[config.mk]
export PLATFORM = sky130hd
export DESIGN_NAME = branch_seq
export DESIGN_NICKNAME = d
export VERILOG_FILES = /design/src/rtl/branch_seq.sv
export SDC_FILE = /design/constraint.sdc
export NUM_CORES = 1
export LEC_CHECK = 0
export BUFFER_PORTS_ARGS = -buffer_cell sky130_fd_sc_hd__buf_2
export CORE_AREA = 5 5 129 131
export CTS_CLUSTER_DIAMETER = 150
export DETAILED_ROUTE_END_ITERATION = 6
export DIE_AREA = 0 0 134 136
export GPL_TIMING_DRIVEN = 1
export PLACE_DENSITY_LB_ADDON = 0.3
export SYNTH_ARGS = -nofsm -noshare
export SYNTH_HDL_FRONTEND = slang
export SYNTH_SLANG_ARGS = --single-unit
[constraint.sdc]
create_clock -name clk -period 4 [get_ports clk]
set_input_delay 0.8 -clock clk [delete_from_list [all_inputs] [get_ports clk]]
set_output_delay 0.8 -clock clk [all_outputs]
set_load 0.02 [all_outputs]
[src/rtl/branch_seq.sv]
module branch_seq #(
  parameter logic [15:0] RESET_PC = 16'h0000,
  parameter logic [7:0]  SP1_INIT = 8'h20,
  parameter logic [7:0]  SP2_INIT = 8'h10
) (
  input  logic        clk,
  input  logic        rst_n,
  input  logic        start,
  input  logic [12:0] instr,
  input  logic        flag_c,
  input  logic        flag_z,
  input  logic [3:0]  flag_f,
  input  logic [3:0]  reg_a,
  input  logic [3:0]  reg_b,
  input  logic [15:0] reg_x,
  input  logic [15:0] reg_y,
  input  logic [3:0]  mem_rdata,
  input  logic [15:0] stk_rdata,
  output logic        busy,
  output logic [15:0] pc,
  output logic [7:0]  sp1,
  output logic [7:0]  sp2,
  output logic [15:0] mem_addr,
  output logic        mem_we,
  output logic [3:0]  mem_wdata,
  output logic [9:0]  stk_addr,
  output logic        stk_we,
  output logic [15:0] stk_wdata,
  output logic        x_we,
  output logic [15:0] x_new,
  output logic        f_we,
  output logic [3:0]  f_new
);

  typedef enum logic [3:0] {
    K_OTHER, K_JR, K_JCC, K_JA, K_JBA, K_JY, K_JM, K_CALZ,
    K_CALR, K_CALM, K_INT, K_RET, K_RETS, K_RETD, K_RETI
  } kind_t;

  kind_t       kind, op_q, op_d;
  logic [15:0] pc_q, pc_d, ret_q, ret_d, x_q, x_d;
  logic [7:0]  sp1_q, sp1_d, sp2_q, sp2_d, arg_q, arg_d;
  logic [1:0]  step_q, step_d;

  wire        issue = start && step_q == 2'd0;
  wire [15:0] rel8  = {{8{instr[7]}}, instr[7:0]};
  wire [15:0] pc_p1 = pc_q + 16'd1;
  wire [7:0]  sp1_m = sp1_q - 8'd1;
  wire [7:0]  sp2_m = sp2_q - 8'd1;
  wire        take  = instr[9] ? (flag_z ^ instr[8]) : (flag_c ^ instr[8]);

  assign busy = step_q != 2'd0;
  assign pc   = pc_q;
  assign sp1  = sp1_q;
  assign sp2  = sp2_q;

  always_comb begin
    kind = K_OTHER;
    case (instr[12:8])
      5'b00000: kind = K_JR;
      5'b00100, 5'b00101, 5'b00110, 5'b00111: kind = K_JCC;
      5'b00011: kind = K_CALZ;
      5'b00010: kind = K_CALR;
      5'b10001: kind = K_RETD;
      default: ;
    endcase
    if (instr[12:7] == 6'b111110) kind = instr[6] ? K_JM : K_CALM;
    if (instr[12:6] == 7'b1111110) kind = K_INT;
    if (instr[12:4] == 9'h1FF) begin
      case (instr[3:0])
        4'b0001: kind = K_JA;
        4'b0000: kind = K_JBA;
        4'b0010, 4'b0011: kind = K_JY;
        4'b1000, 4'b1010: kind = K_RET;
        4'b1011: kind = K_RETS;
        4'b1001: kind = K_RETI;
        default: ;
      endcase
    end
  end

  always_comb begin
    pc_d = pc_q; sp1_d = sp1_q; sp2_d = sp2_q; step_d = step_q;
    op_d = op_q; arg_d = arg_q; ret_d = ret_q; x_d = x_q;
    mem_addr = 16'h0000; mem_we = 1'b0; mem_wdata = 4'h0;
    stk_addr = {sp1_q, 2'b00}; stk_we = 1'b0; stk_wdata = pc_p1;
    x_we = 1'b0; x_new = x_q + 16'd2; f_we = 1'b0; f_new = mem_rdata;
    if (issue) begin
      op_d = kind; arg_d = instr[7:0];
      case (kind)
        K_JR:  pc_d = pc_q + rel8 + 16'd1;
        K_JCC: pc_d = take ? pc_q + rel8 + 16'd1 : pc_p1;
        K_JA:  pc_d = pc_q + {12'h000, reg_a} + 16'd1;
        K_JBA: pc_d = pc_q + {8'h00, reg_b, reg_a} + 16'd1;
        K_JY:  pc_d = reg_y;
        K_JM: begin
          mem_addr = {10'h000, instr[5:0]};
          pc_d = pc_q + {12'h000, mem_rdata} + 16'd1;
        end
        K_CALZ, K_CALR: begin
          stk_addr = {sp1_m, 2'b00}; stk_we = 1'b1; sp1_d = sp1_m;
          pc_d = (kind == K_CALZ) ? {8'h00, instr[7:0]} : pc_q + rel8 + 16'd1;
        end
        K_CALM: begin
          mem_addr = {10'h000, instr[5:0]};
          arg_d = {4'h0, mem_rdata}; step_d = 2'd1;
        end
        K_INT: begin
          mem_addr = {8'h00, sp2_m}; mem_we = 1'b1; mem_wdata = flag_f;
          sp2_d = sp2_m; arg_d = {2'b00, instr[5:0]}; step_d = 2'd1;
        end
        K_RET, K_RETS, K_RETD, K_RETI: begin
          ret_d = stk_rdata; sp1_d = sp1_q + 8'd1; x_d = reg_x; step_d = 2'd1;
        end
        default: pc_d = pc_p1;
      endcase
    end else if (busy) begin
      case (op_q)
        K_CALM: begin
          stk_addr = {sp1_m, 2'b00}; stk_we = 1'b1; sp1_d = sp1_m;
          pc_d = pc_q + {8'h00, arg_q} + 16'd1; step_d = 2'd0;
        end
        K_INT: begin
          if (step_q == 2'd1) begin
            stk_addr = {sp1_m, 2'b00}; stk_we = 1'b1; sp1_d = sp1_m; step_d = 2'd2;
          end else begin
            pc_d = 16'h0100 + {8'h00, arg_q}; step_d = 2'd0;
          end
        end
        K_RETS: begin
          if (step_q == 2'd1) step_d = 2'd2;
          else begin pc_d = ret_q + 16'd1; step_d = 2'd0; end
        end
        K_RETD: begin
          mem_we = 1'b1;
          if (step_q == 2'd1) begin
            mem_addr = x_q; mem_wdata = arg_q[3:0]; step_d = 2'd2;
          end else begin
            mem_addr = x_q + 16'd1; mem_wdata = arg_q[7:4];
            x_we = 1'b1; pc_d = ret_q; step_d = 2'd0;
          end
        end
        K_RETI: begin
          mem_addr = {8'h00, sp2_q}; f_we = 1'b1; sp2_d = sp2_q + 8'd1;
          pc_d = ret_q; step_d = 2'd0;
        end
        default: begin pc_d = ret_q; step_d = 2'd0; end
      endcase
    end
  end

  always_ff @(posedge clk or negedge rst_n) begin
    if (!rst_n) begin
      pc_q <= RESET_PC; sp1_q <= SP1_INIT; sp2_q <= SP2_INIT; step_q <= 2'd0;
      op_q <= K_OTHER; arg_q <= 8'h00; ret_q <= 16'h0000; x_q <= 16'h0000;
    end else begin
      pc_q <= pc_d; sp1_q <= sp1_d; sp2_q <= sp2_d; step_q <= step_d;
      op_q <= op_d; arg_q <= arg_d; ret_q <= ret_d; x_q <= x_d;
    end
  end


  push_dec_chk: assert property (@(posedge clk) disable iff (!rst_n)
    stk_we |=> (sp1 + 8'd1) == $past(sp1));


  one_port_chk: assert property (@(posedge clk) disable iff (!rst_n)
    !(stk_we && mem_we));


  x_step_chk: assert property (@(posedge clk) disable iff (!rst_n)
    x_we |-> (mem_we && x_new == mem_addr + 16'd1));


  f_pop_chk: assert property (@(posedge clk) disable iff (!rst_n)
    f_we |=> sp2 == $past(sp2) + 8'd1);


  pc_hold_chk: assert property (@(posedge clk) disable iff (!rst_n)
    $rose(busy) |-> pc == $past(pc));

endmodule

==> run summary, run 1 <==
CP Cell Sequence -> buf_2, and2_1, nand2b_4, buf_4, or4b_4, o211ai_2, nor4_4, buf_4, nand2_2, nor2_1, o21ai_0, o311ai_2, buf_2
CTS Sinks -> 78
Synth unique cells -> 94
Starting Density -> 55.2%
Total grt overflow -> 0
Final instance area -> 10,100 sq um
Synth warn -> 0
Post-synthesis register bit count -> 78
Post-DP HPWL -> 22.6 mm
Core Region -> 15,500 sq um
ANT cells -> 0
Crit path buffers/inverters -> 4
Clock slew at reported path FFs -> 60 ps
CP endpoint kind -> output pin
Wire length per cell -> 19.9 microns
Worst-Margin Slew -> 1130 ps
Worst R2R End -> pc[10]
Layer with the highest usage -> met2
Setup_tns -> 0 ps
Finished Layout Cells -> 1,480
GPL Wtd Cong -> 1.02
Share of cells above drive strength 1 -> 24.3%
Post-route DRC -> 0
DR vias/cell -> 6.38
Area of the die -> 18,200 sq um
Slew margin rel. -> 23.8%
Die Ht -> 136 microns
CP required -> 3200 ps
First-pass GRT wire length -> 46.8 mm
Crit path max-delay cell type -> or4b_4
Hold path endpoint -> sp2[7]
Total number of vias -> 9,436
Crit-path max FO -> 8
Largest net degree at the start of global routing -> 79
Final core utilization -> 65.3%
Status -> finished clean
Worst reg-to-reg path cell count -> 11
Async S/R FF share, synth -> 100%
Num CTS Buffers -> 9
Final wirelength -> 29.5 mm
Area Overhead vs Synth -> 18.5%
Post-synth EDFFs -> 0
Vias in the first global route -> 8,948
Nets -> 1,412
Largest stage delay, worst path -> 540 ps
Synth Cell Area -> 8540 sq um
Top_reg_cell synth -> dfrtp_1
Met2 usage -> 53.3%
Fin. max-slew vios -> 0
Startpoint Class -> input pin
F_max -> 0.263 GHz
RR Startpoint -> pc[1]
Drt pass-1 iters -> 5
Tmin final -> 3800 ps
Maximum VDD drop -> 406 uV
Max-capacitance violation count -> 0
Final Hold Fails -> 0
Hold crit path type -> flip-flop to flip-flop
RSZ-0062 raised after global routing -> no
Setup violators final -> 0
Leakage power -> 4.58 nW
Sequential area share after synthesis -> 22.9%
IO buf count -> 182
Cells after synthesis -> 1,107
Dpl cell area -> 9760 sq um
Met1 layer usage reported by global route -> 41.6%
R2r setup slk -> 670 ps
Num rows -> 46
Die X-Extent -> 134 microns
H-tree level count -> 3
Initial antenna violation count -> 0
Initial DRC Count -> 1,058
Latest clock arrival within the worst-skew pair -> 350 ps
Overall power after layout -> 0.00410 W
Skew final -> 9.94 ps
TritonCTS clock tree -> done
Placed insts -> 1,461
Clk buf depth -> 2
Hold depth -> 1
Pwr Density -> 405 nW/um^2
Worst Hold Launch -> sp2[7]
CTS Root Cell -> clkbuf_16
Crit Path Class -> input pin to output pin
Worst path arrival time -> 3000 ps
Avg Inst Size Synth -> 7.72 sq um
Aggregate global-route resource usage -> 31.9%
I/O pins -> 185
Met3 usage -> 5.40%
Number of nets still failing antenna checks after routing -> 0
Final worst-path cycle share -> 95.1%
Delay-heaviest family, CP -> simple AND/OR/NAND/NOR gates
[per-stage QoR]
stage	hold WS, ps	setup WS, ps
6_report	511	196
5_1_grt	561	8.86
3_3_place_gp	499	70.2
3_5_place_dp	500	17.7
4_1_cts	511	6.28
2_1_floorplan	485	48.4
[state kept, by name, indices dropped and copies added, names as in the netlist]
register,flops
step_q,2
sp2,8
sp1,8
op_q,4
x_q,16
pc,16
arg_q,8
ret_q,16
[routing by layer]
metal  up-vias  wire length (microns)
li1       4388                      -
met1      4445                  11700
met2       512                  14200
met3        91                   2530
met4         0                   1070
met5         -                      0
[worst max-delay path by stage]
stage                     slack (ps)  depth (start not counted)  startpoint           to
final                            200                         13    instr[9]  mem_addr[5]
after global routing               9                         12    instr[8]  mem_addr[7]
after CTS                          6                         11    instr[9]  mem_addr[7]
after detailed placement          20                         11    instr[9]  mem_addr[7]
after global placement            70                         11    instr[2]  mem_addr[7]
after floorplan                   50                         10   instr[10]  mem_addr[2]
[report_power, final]
group	switching [W]	total [W]	internal (W)
registers	0.000294	0.00122	0.000925
logic	0.00119	0.00199	0.000801
clock network	0.000348	0.000896	0.000548
total	0.00183	0.00410	0.00227
[Yosys cell counts (5+ instances only)]
cell type | number | share of area (%)
a211oi_1 | 12 | 1.1
o211ai_1 | 10 | 0.88
nand3_1 | 38 | 2.2
nor2b_1 | 14 | 1.0
a21oi_1 | 71 | 4.2
xor2_1 | 46 | 4.7
o311ai_0 | 5 | 0.51
or2_2 | 7 | 0.51
a21o_1 | 7 | 0.62
o22ai_1 | 5 | 0.37
o31ai_1 | 6 | 0.53
o221ai_1 | 6 | 0.62
buf_4 | 8 | 0.70
o21ai_0 | 77 | 4.5
xnor2_1 | 59 | 6.1
nand4_1 | 11 | 0.81
o21a_1 | 10 | 0.88
clkbuf_1 | 43 | 1.9
nand2_1 | 128 | 5.6
buf_2 | 12 | 0.70
and2_1 | 9 | 0.66
a222oi_1 | 5 | 0.59
a22oi_1 | 14 | 1.2
mux2i_1 | 5 | 0.59
and3_1 | 14 | 1.0
a221oi_1 | 11 | 1.1
nor3_1 | 33 | 1.9
o2111ai_1 | 5 | 0.51
ha_1 | 43 | 6.3
or4_1 | 5 | 0.44
mux2_2 | 30 | 4.0
nor2_1 | 106 | 4.7
or3_1 | 20 | 1.5
inv_1 | 29 | 1.3
dfrtp_1 | 76 | 22
nand2b_1 | 14 | 1.0
a31oi_1 | 15 | 1.1
[cells by family after synthesis]
kind of cell / share of synthesized area (%)
and+or+nand+nor: 25.4
AOI/OAI and AO/OA: 24.2
xor gates and xnor gates: 10.8
buffers and inverters: 4.88
DFF: 22.9
adders and majority gates: 7.24
muxes: 4.54
other: 0.0439
[area by class of cell]
type	instances	area [sq um]
multi-input cells	933	6190
fillers	1399	5370
flip-flops and latches	78	1950
repair buffers	231	1290
well taps	192	240
clock buffers	9	225
inverters	30	113
clock inverters	7	96.3
[cells in the final DEF, fill, tap and decap left out, drive strengths merged, types with 20 or more instances in the layout]
master / netlist / routed
buf: 24 / 231
nand2: 128 / 128
nor2: 107 / 107
o21ai: 81 / 81
dfrtp: 76 / 76
a21oi: 72 / 72
xnor2: 59 / 59
xor2: 46 / 46
ha: 43 / 43
nand3: 39 / 39
nor3: 35 / 35
mux2: 30 / 30
inv: 29 / 30
or3: 20 / 20
[timing repair]
| action | 4_1_cts | 5_1_grt |
|---|---|---|
| endpoints found under the setup margin | 0 | 8 |
| buffers inserted | 0 | 3 |
| hold buffers | 0 | 0 |
| resized for setup | 0 | 2 |
Power figures use the tool's default switching activity.
==> inputs of run 2 (changes only) <==
==> config.mk (replaced) <==
export PLATFORM = sky130hd
export DESIGN_NAME = branch_seq
export DESIGN_NICKNAME = d
export VERILOG_FILES = /design/src/rtl/branch_seq.sv
export SDC_FILE = /design/constraint.sdc
export NUM_CORES = 1
export LEC_CHECK = 0
export CORE_AREA = 5 5 125 127
export CTS_CLUSTER_DIAMETER = 150
export DETAILED_ROUTE_END_ITERATION = 6
export DIE_AREA = 0 0 130 132
export DONT_BUFFER_PORTS = 1
export GPL_TIMING_DRIVEN = 1
export PLACE_DENSITY = 0.75
export SYNTH_ARGS = -nofsm -noshare
export SYNTH_HDL_FRONTEND = slang
export SYNTH_SLANG_ARGS = --single-unit
==> run 2 against run 1 <==
Effect of this change: clock skew decreased by 2.1 ps; setup slack improved by 110 ps; global-route usage decreased by 0.59 points; first-iteration DRC count decreased by 16%; sequential share of layout area increased by 2.0 points; critical path type unchanged.
==> run summary, run 2 (synthesized netlist as in run 1, its figures left out) <==
Status -> finished clean
Fin. max-slew vios -> 0 (unchanged)
Worst path arrival time -> 2900 ps (-100 ps)
Final setup margin -> 303 ps (+108 ps)
GPL Wtd Cong -> 1.00 (-2.4%)
Num CTS Buffers -> 9 (unchanged)
Final wirelength -> 27.5 mm (-6.8%)
RSZ-0062 raised after global routing -> no
Setup violators final -> 0 (unchanged)
First-pass GRT wire length -> 42.9 mm (-8.3%)
Core Region -> 14,300 sq um (-7.5%)
H-tree level count -> 3 (unchanged)
Number of nets still failing antenna checks after routing -> 0 (unchanged)
Final Hold Fails -> 0 (unchanged)
Crit Path Class -> input pin to output pin
F_max -> 0.271 GHz (+2.9%)
Skew final -> 7.80 ps (-2.14 ps)
Crit-path max FO -> 13 (+5)
Drt pass-1 iters -> 6 (+1)
Post-route DRC -> 0 (unchanged)
Tmin final -> 3700 ps (-108 ps)
Overall power after layout -> 0.00388 W (-5.3%)
Die Ht -> 132 microns (-2.9%)
Pre-CTS setup slack -> 329 ps (+311 ps)
Startpoint Class -> input pin
Final-layout fill cell count -> 1,299 (-7.1%)
Slew margin rel. -> 30.2% (+6.4 points)
Worst-Margin Slew -> 1040 ps (-97.4 ps)
Fin Hold WS -> 154 ps (-358 ps)
Max-capacitance violation count -> 0 (unchanged)
Final worst-path cycle share -> 92.4% (-2.7 points)
CP endpoint kind -> output pin
CTS Sinks -> 78 (unchanged)
CTS Root Cell -> clkbuf_16
TritonCTS clock tree -> done
Leakage power -> 3.77 nW (-18%)
Clk buf depth -> 2 (unchanged)
Latest clock arrival within the worst-skew pair -> 350 ps (about the same)
Aggregate global-route resource usage -> 31.3% (-0.59 points)
Post-CTS Repair Setup Buffers -> 0 (unchanged)
Most common cell after layout, fill and taps aside -> nand2_1
Cts hold-fix bufs -> 0 (unchanged)
FF/Latch Area -> 1950 sq um (unchanged)
IO buf count -> 0 (-100%)
Die X-Extent -> 130 microns (-3.0%)
DR vias/cell -> 6.68 (+4.7%)
Area Overhead vs Synth -> 7.49%
Area of the die -> 17,200 sq um (-5.8%)
Pwr Density -> 423 nW/um^2 (+4.3%)
Initial DRC Count -> 887 (-16%)
Post-DP HPWL -> 21.2 mm (-6.4%)
Commonest non-fill, non-tap cells in the layout -> 128 x nand2_1, 106 x nor2_1, 77 x o21ai_0
Maximum VDD drop -> 444 uV (+9.4%)
# resized after CTS -> 0 (unchanged)
Wire length per cell -> 21.4 microns (+7.2%)
Total grt overflow -> 0 (unchanged)
Clock slew at reported path FFs -> 60 ps (about the same)
I/O pins -> 185 (unchanged)
Nets -> 1,227 (-13%)
Hold crit path type -> input pin to asynchronous set/reset pin
Largest net degree at the start of global routing -> 79 (unchanged)
Starting Density -> 59.7% (+4.5 points)
Total number of vias -> 8,594 (-8.9%)
CP required -> 3200 ps (about the same)
Area occupied by multi-input gates -> 6190 sq um (about the same)
Initial antenna violation count -> 0 (unchanged)
Share of cells above drive strength 1 -> 11.5% (-13 points)
Setup_tns -> 0 ps (unchanged)
Num rows -> 44 (-4.3%)
Vias in the first global route -> 8,023 (-10%)
ANT cells -> 0 (unchanged)
[run 2: area by class of cell]
type	instances	share of cell area, %
inverters	30	1.23
clock inverters	5	0.886
well taps	184	2.51
clock buffers	11	2.75
multi-input cells	933	67.4
repair buffers	46	3.90
flip-flops and latches	78	21.3
[run 2: power breakdown]
| group | switching [W] | leakage (nW) | internal, W |
|---|---|---|---|
| Combinational | 0.00104 | 2.62 | 0.000671 |
| Sequential | 0.000334 | 0.990 | 0.000924 |
| Clock | 0.000333 | 0.162 | 0.000580 |
| Total | 0.00171 | 3.77 | 0.00218 |
[run 2: routing by layer]
metal | track usage (%) | vias up | share of wire [%]
li1 | - | 4025 | -
met1 | 39.6 | 4020 | 39
met2 | 50.7 | 463 | 47
met3 | 8.23 | 86 | 9.6
met4 | 12.7 | 0 | 3.9
met5 | 0 | - | 0
[run 2: per-stage QoR]
stage                     instance area (sq um)  std cells  utilization [%]
final                                      9180       1287             64.1
after global routing                       9180       1287             64.1
after CTS                                  9180       1287             64.1
after detailed placement                   8850       1271             61.8
after global placement                     8850       1271             61.8
after floorplan                            8550       1108                -
[run 2: path summary, 6_finish.rpt]
check | startpoint | to | slack [ps] | cells past startpoint
setup / recovery | instr[12] | mem_addr[7] | 300 | 9
min in group clk | arg_q[4] | arg_q[4] | 550 | 2
max in group asynchronous | rst_n | sp1[5] | 3640 | 0
setup reg to reg | pc[2] | pc[10] | 620 | 9
hold reg to reg | arg_q[4] | arg_q[4] | 550 | 2
hold / removal | rst_n | pc[11] | 150 | 0
[run 2: worst max-delay path, cell delays in order]
cell     delay, ps
nor2_1         300
o21ai_0        170
o31a_1         150
or2_1          260
nor4_4         310
nand2_1        320
nor3b_1        280
a21oi_1         70
nand2_1        220
